[src/rtl/alu_pkg.sv]
package alu_pkg;
  localparam int FUNC_W = 6;

  typedef enum logic [1:0] {
    SRC_ARITH = 2'b00,
    SRC_LOGIC = 2'b01,
    SRC_SHIFT = 2'b10,
    SRC_CMP   = 2'b11
  } alu_src_e;

  typedef enum logic [1:0] {
    CMP_NONE = 2'b00,
    CMP_EQ   = 2'b01,
    CMP_LT   = 2'b10,
    CMP_LE   = 2'b11
  } cmp_kind_e;
endpackage

[src/rtl/alu_addsub.sv]
module alu_addsub #(
  parameter int W = 32
) (
  input  logic         sub_i,
  input  logic [W-1:0] a_i,
  input  logic [W-1:0] b_i,
  output logic [W-1:0] sum_o,
  output logic         z_o,
  output logic         v_o,
  output logic         n_o
);
  logic [W-1:0] xb;

  assign xb    = b_i ^ {W{sub_i}};
  assign sum_o = a_i + xb + {{(W-1){1'b0}}, sub_i};
  assign z_o   = ~|sum_o;
  assign n_o   = sum_o[W-1];
  assign v_o   = (a_i[W-1] == xb[W-1]) && (sum_o[W-1] != a_i[W-1]);

  always_comb begin

    if (sub_i && (a_i == b_i)) sub_eq_zero_chk: assert (z_o && !v_o);

    if (!sub_i && (a_i[W-1] != b_i[W-1])) mixed_sign_add_chk: assert (!v_o);
  end
endmodule

[src/rtl/alu_logic.sv]
module alu_logic #(
  parameter int W = 32
) (
  input  logic [3:0]   tt_i,
  input  logic [W-1:0] a_i,
  input  logic [W-1:0] b_i,
  output logic [W-1:0] y_o
);
  for (genvar i = 0; i < W; i++) begin : g_bit
    assign y_o[i] = tt_i[{b_i[i], a_i[i]}];
  end

  always_comb begin

    if (tt_i == 4'b1010) pass_a_chk: assert (y_o == a_i);
  end
endmodule

[src/rtl/alu_shift.sv]
module alu_shift #(
  parameter int W  = 32,
  localparam int SW = $clog2(W)
) (
  input  logic          right_i,
  input  logic          arith_i,
  input  logic [W-1:0]  a_i,
  input  logic [SW-1:0] amt_i,
  output logic [W-1:0]  y_o
);
  logic [W-1:0] a_rev, pre, post_rev;
  logic [W-1:0] stage [SW+1];
  logic         fill;

  assign fill = right_i & arith_i & a_i[W-1];

  for (genvar i = 0; i < W; i++) begin : g_rev
    assign a_rev[i]    = a_i[W-1-i];
    assign post_rev[i] = stage[SW][W-1-i];
  end

  // right shift reuses the left cascade on bit-reversed data
  assign pre      = right_i ? a_rev : a_i;
  assign stage[0] = pre;

  for (genvar k = 0; k < SW; k++) begin : g_stage
    localparam int SH = 1 << k;
    assign stage[k+1] = amt_i[k] ? {stage[k][W-1-SH:0], {SH{fill}}} : stage[k];
  end

  assign y_o = right_i ? post_rev : stage[SW];

  always_comb begin

    if (amt_i == '0) zero_amt_chk: assert (y_o == a_i);
  end
endmodule

[src/rtl/alu_mul.sv]
module alu_mul #(
  parameter int W = 32
) (
  input  logic [W-1:0] a_i,
  input  logic [W-1:0] b_i,
  output logic [W-1:0] p_o
);
  logic [W-1:0] acc [W+1];

  assign acc[0] = '0;
  for (genvar i = 0; i < W; i++) begin : g_row
    assign acc[i+1] = acc[i] + ((a_i << i) & {W{b_i[i]}});
  end
  assign p_o = acc[W];

  always_comb begin

    if (b_i == W'(1)) mul_by_one_chk: assert (p_o == a_i);
  end
endmodule

[src/rtl/alu_core.sv]
module alu_core
  import alu_pkg::*;
#(
  parameter int WIDTH = 32,
  localparam int SW = $clog2(WIDTH)
) (
  input  logic [FUNC_W-1:0] func_i,
  input  logic [WIDTH-1:0]  a_i,
  input  logic [WIDTH-1:0]  b_i,
  output logic [WIDTH-1:0]  result_o,
  output logic              z_o,
  output logic              v_o,
  output logic              n_o
);
  logic [WIDTH-1:0] sum, logic_y, shift_y, mul_y, cmp_y, arith_y;
  logic             zf, vf, nf, lt, cmp_bit;
  alu_src_e         src;
  cmp_kind_e        ck;

  alu_addsub #(.W(WIDTH)) u_addsub (
    .sub_i(func_i[0]), .a_i(a_i), .b_i(b_i),
    .sum_o(sum), .z_o(zf), .v_o(vf), .n_o(nf)
  );

  alu_logic #(.W(WIDTH)) u_logic (
    .tt_i(func_i[3:0]), .a_i(a_i), .b_i(b_i), .y_o(logic_y)
  );

  alu_shift #(.W(WIDTH)) u_shift (
    .right_i(func_i[0]), .arith_i(func_i[1]), .a_i(a_i),
    .amt_i(b_i[SW-1:0]), .y_o(shift_y)
  );

  alu_mul #(.W(WIDTH)) u_mul (
    .a_i(a_i), .b_i(b_i), .p_o(mul_y)
  );

  // compare from flags; N^V is the late path, kept shallow
  assign lt = nf ^ vf;
  assign ck = cmp_kind_e'(func_i[2:1]);
  always_comb begin
    unique case (ck)
      CMP_EQ:  cmp_bit = zf;
      CMP_LT:  cmp_bit = lt;
      CMP_LE:  cmp_bit = zf | lt;
      default: cmp_bit = 1'b0;
    endcase
  end
  assign cmp_y = {{(WIDTH-1){1'b0}}, cmp_bit};

  assign arith_y = func_i[1] ? mul_y : sum;
  assign src     = alu_src_e'(func_i[5:4]);

  always_comb begin
    unique case (src)
      SRC_ARITH: result_o = arith_y;
      SRC_LOGIC: result_o = logic_y;
      SRC_SHIFT: result_o = shift_y;
      default:   result_o = cmp_y;
    endcase
  end

  assign z_o = zf;
  assign v_o = vf;
  assign n_o = nf;

  always_comb begin

    if (src == SRC_CMP) cmp_upper_zero_chk: assert (result_o[WIDTH-1:1] == '0);

    if (func_i[5:4] == 2'b00 && !func_i[1] && result_o == '0) arith_zero_flag_chk: assert (z_o);
  end
endmodule

[config.mk]
export PLATFORM = sky130hd
export DESIGN_NAME = alu_core
export DESIGN_NICKNAME = d
export VERILOG_FILES = /design/src/rtl/alu_pkg.sv /design/src/rtl/alu_addsub.sv /design/src/rtl/alu_logic.sv /design/src/rtl/alu_shift.sv /design/src/rtl/alu_mul.sv /design/src/rtl/alu_core.sv
export SDC_FILE = /design/constraint.sdc
export NUM_CORES = 2
export LEC_CHECK = 0
export ABC_AREA = 1
export CAP_MARGIN = 0
export CORE_MARGIN = 8
export CORE_UTILIZATION = 55
export DETAILED_ROUTE_END_ITERATION = 8
export DONT_BUFFER_PORTS = 1
export PLACE_DENSITY = 0.7
export SYNTH_ARGS = -nofsm -noshare
export SYNTH_HDL_FRONTEND = slang
export SYNTH_SLANG_ARGS = --single-unit
[constraint.sdc]
create_clock -name vclk -period 13.8
set_input_delay 2.07 -clock vclk [all_inputs]
set_output_delay 2.07 -clock vclk [all_outputs]
set_load 0.01 [all_outputs]
==> qor.csv <==
stage,metric,value,unit
place,routability cong.,1.004,
yosys,post-synthesis simple-gate area fraction,26.11,%
layout,"commonest cells after routing, fill and taps aside","nand2_1 (1102), inv_1 (775), fa_1 (415)",
cts,Post-CTS Setup Bufs,0,
drt,Total Wirelength,87.37,mm
timing,setup TNS after final layout,0,ns
layout,Clock buffer cells,0,
place,port bufs,0,
timing,RSZ-0062 raised after global routing,no,
worst_setup_path,CP Class,input pin to output pin,
layout,multi-input logic area,19180,sq um
yosys,post-synthesis cell type count,47,
die,Initial Utilization,55.27,%
layout,"commonest non-fill, non-tap cell in the layout",nand2_1,
drt,Vias/cell,5.858,
yosys,post-synth top area share,36.16,%
drt,Initial DRT Pass Iterations,7,
cts,hold_buf cts,0,
yosys,Synth Area in Compound Gates,10.41,%
grt,initial antenna violation count,0,
yosys,Synth area leaders,"fa_1 (36%), nand2_1 (18%), inv_1 (13%)",
grt,first-pass GRT wire length,133.0,mm
worst_setup_path,"critical path fanouts, max",34,
timing,fin crit period,10.34,ns
drt,Vias,22650,
worst_setup_path,WP data arrival,8.27,ns
layout,layout cell share with drive strength beyond 1,1.233,%
yosys,Synth Cell Area,22980,sq um
yosys,post-synthesis xor/xnor area fraction,2.287,%
timing,Max Slew Vio Count,0,
timing,final hold violations,0,
timing,worst rel slew slack,38.90,%
min_path,worst hold path type,input pin to output pin,
status,status,"finished, final reports clean",
worst_setup_path,CP startpoint kind,input pin,
layout,register area,0,sq um
yosys,Cells after Synth,3520,
cts,Resize count post-CTS,0,
run,total of max-cap violations,0,
yosys,syn nets,4152,
layout,sequential cells,0,
place,dpl hpwl,67.31,mm
die,die area,48570,sq um
grt,gr ovfl total,0,
yosys,Synth Area per Inst,6.527,sq um
layout,# fillers,4116,
yosys,Yosys warnings,0,
min_path,Hold EP,v_o,
die,Row Count,75,
drt,DRC Markers,0,
timing,final setup margin,3.463,ns
worst_setup_path,Worst setup EP type,output pin,
grt,pin count of the biggest net entering global routing,99,
yosys,"area leader, netlist",fa_1,
place,"worst slack, placed",3.563,ns
die,Die Span Y,220.4,microns
die,Die W,220.4,microns
min_path,min-delay src,a_i[31],
yosys,Post-Synth Adder-Cell Area,44.16,%
die,Core ar.,41570,sq um
die,I/O pins,105,
grt,via count of the first global-routing pass,22650,
timing,Final setup violation count,0,
layout,nets@finish,3960,
timing,Final Cycle Share,74.91,%
timing,Worst Max-Slew Pin Slew,0.9151,ns
yosys,post-synthesis mux area share,0.4792,%
min_path,hold depth,2,
worst_setup_path,Worst EP required,11.73,ns
layout,area delta synth->final,-0.6698,%
yosys,largest family of logic cells by synthesized area,adder cells,
grt,gr usage total,36.26,%
yosys,sequential fraction of the synthesis area,0,%
drt,DR iter-0 viols,2594,
timing,Max Clock Freq,0.09674,GHz
drt,WL/cell,22.60,microns
drt,Post-DRT Antenna Nets,0,
layout make-up:
cell class / count / share of cell area, %
Antenna cell: 1 / 0.01096
Inverter: 783 / 12.90
Multi-Input combinational cell: 2540 / 84.04
Tap cell: 539 / 2.955
Timing Repair Buffer: 3 / 0.09868
worst max-delay path by stage:
stage / start / endpoint / slack (ns) / depth (start not counted)
floorplan: b_i[3] / result_o[30] / 3.41 / 27
global placement: a_i[10] / result_o[28] / 3.56 / 22
detailed placement: a_i[7] / result_o[28] / 3.56 / 22
CTS: a_i[0] / result_o[25] / 3.53 / 25
global route: a_i[0] / result_o[25] / 3.18 / 25
finish: a_i[0] / result_o[25] / 3.46 / 25
cell usage after synthesis, types with 3 or more instances:
cell type / count
inv_2: 5
nor2_2: 3
o21ai_1: 68
buf_6: 7
a31oi_1: 11
nand2_2: 9
nand3_1: 193
nand3b_1: 11
inv_1: 775
o21ai_2: 8
buf_4: 3
a211oi_1: 10
or2_1: 3
mux2i_1: 11
buf_2: 44
nor2_1: 105
nand2_1: 1102
ha_1: 147
clkbuf_1: 95
fa_1: 415
nor3_1: 18
o21a_1: 4
o21bai_1: 10
a21oi_1: 135
o21ai_0: 123
xor2_1: 44
or2_2: 5
nand4_1: 22
o211ai_1: 44
a21o_1: 4
xnor2_1: 16
buf_1: 48
through the flow:
step / instances / util [%] / hold WS (ns) / area [sq um]
2_1_floorplan: 3520 / - / 4.388 / 22980
3_3_place_gp: 3865 / 54.89 / 4.309 / 22820
3_5_place_dp: 3865 / 54.89 / 4.319 / 22820
4_1_cts: 3865 / 54.89 / 4.323 / 22820
5_1_grt: 3865 / 54.89 / 4.351 / 22820
6_report: 3866 / 54.90 / 4.328 / 22820
routing by layer:
metal | track usage (%) | vias up | share of wire (%)
met5 | 0 | - | 0
met4 | 18.35 | 0 | 6.3
met3 | 9.131 | 300 | 12
met2 | 56.07 | 1287 | 44
met1 | 46.85 | 10880 | 38
li1 | - | 10180 | -
cells by family (layout without fill, tap and decap cells):
kind of cell | count (synthesis) | after routing
and+or+nand+nor | 1481 | 1481
AOI/OAI and AO/OA | 426 | 426
xor gates and xnor gates | 60 | 60
buffers and inverters | 980 | 786
muxes | 11 | 11
adders and majority gates | 562 | 562
other | 0 | 1
worst max-delay path, cell delays in order:
cell,delay (ns)
nand2_1,0.07
inv_1,0.06
fa_1,0.54
inv_1,0.06
fa_1,0.50
inv_1,0.05
fa_1,0.46
fa_1,0.50
fa_1,0.55
inv_1,0.05
fa_1,0.51
inv_1,0.05
ha_1,0.27
ha_1,0.28
ha_1,0.46
nand2_1,0.14
nor2_1,0.15
inv_1,0.05
nor3_1,0.26
a21oi_1,0.16
inv_1,0.07
nand4_1,0.09
a21oi_1,0.15
o21ai_0,0.16
o211ai_1,0.52
Power is left out: the tool's default activity adds up to more than one toggle a clock period on the data nets, which glitch-free logic cannot reach.
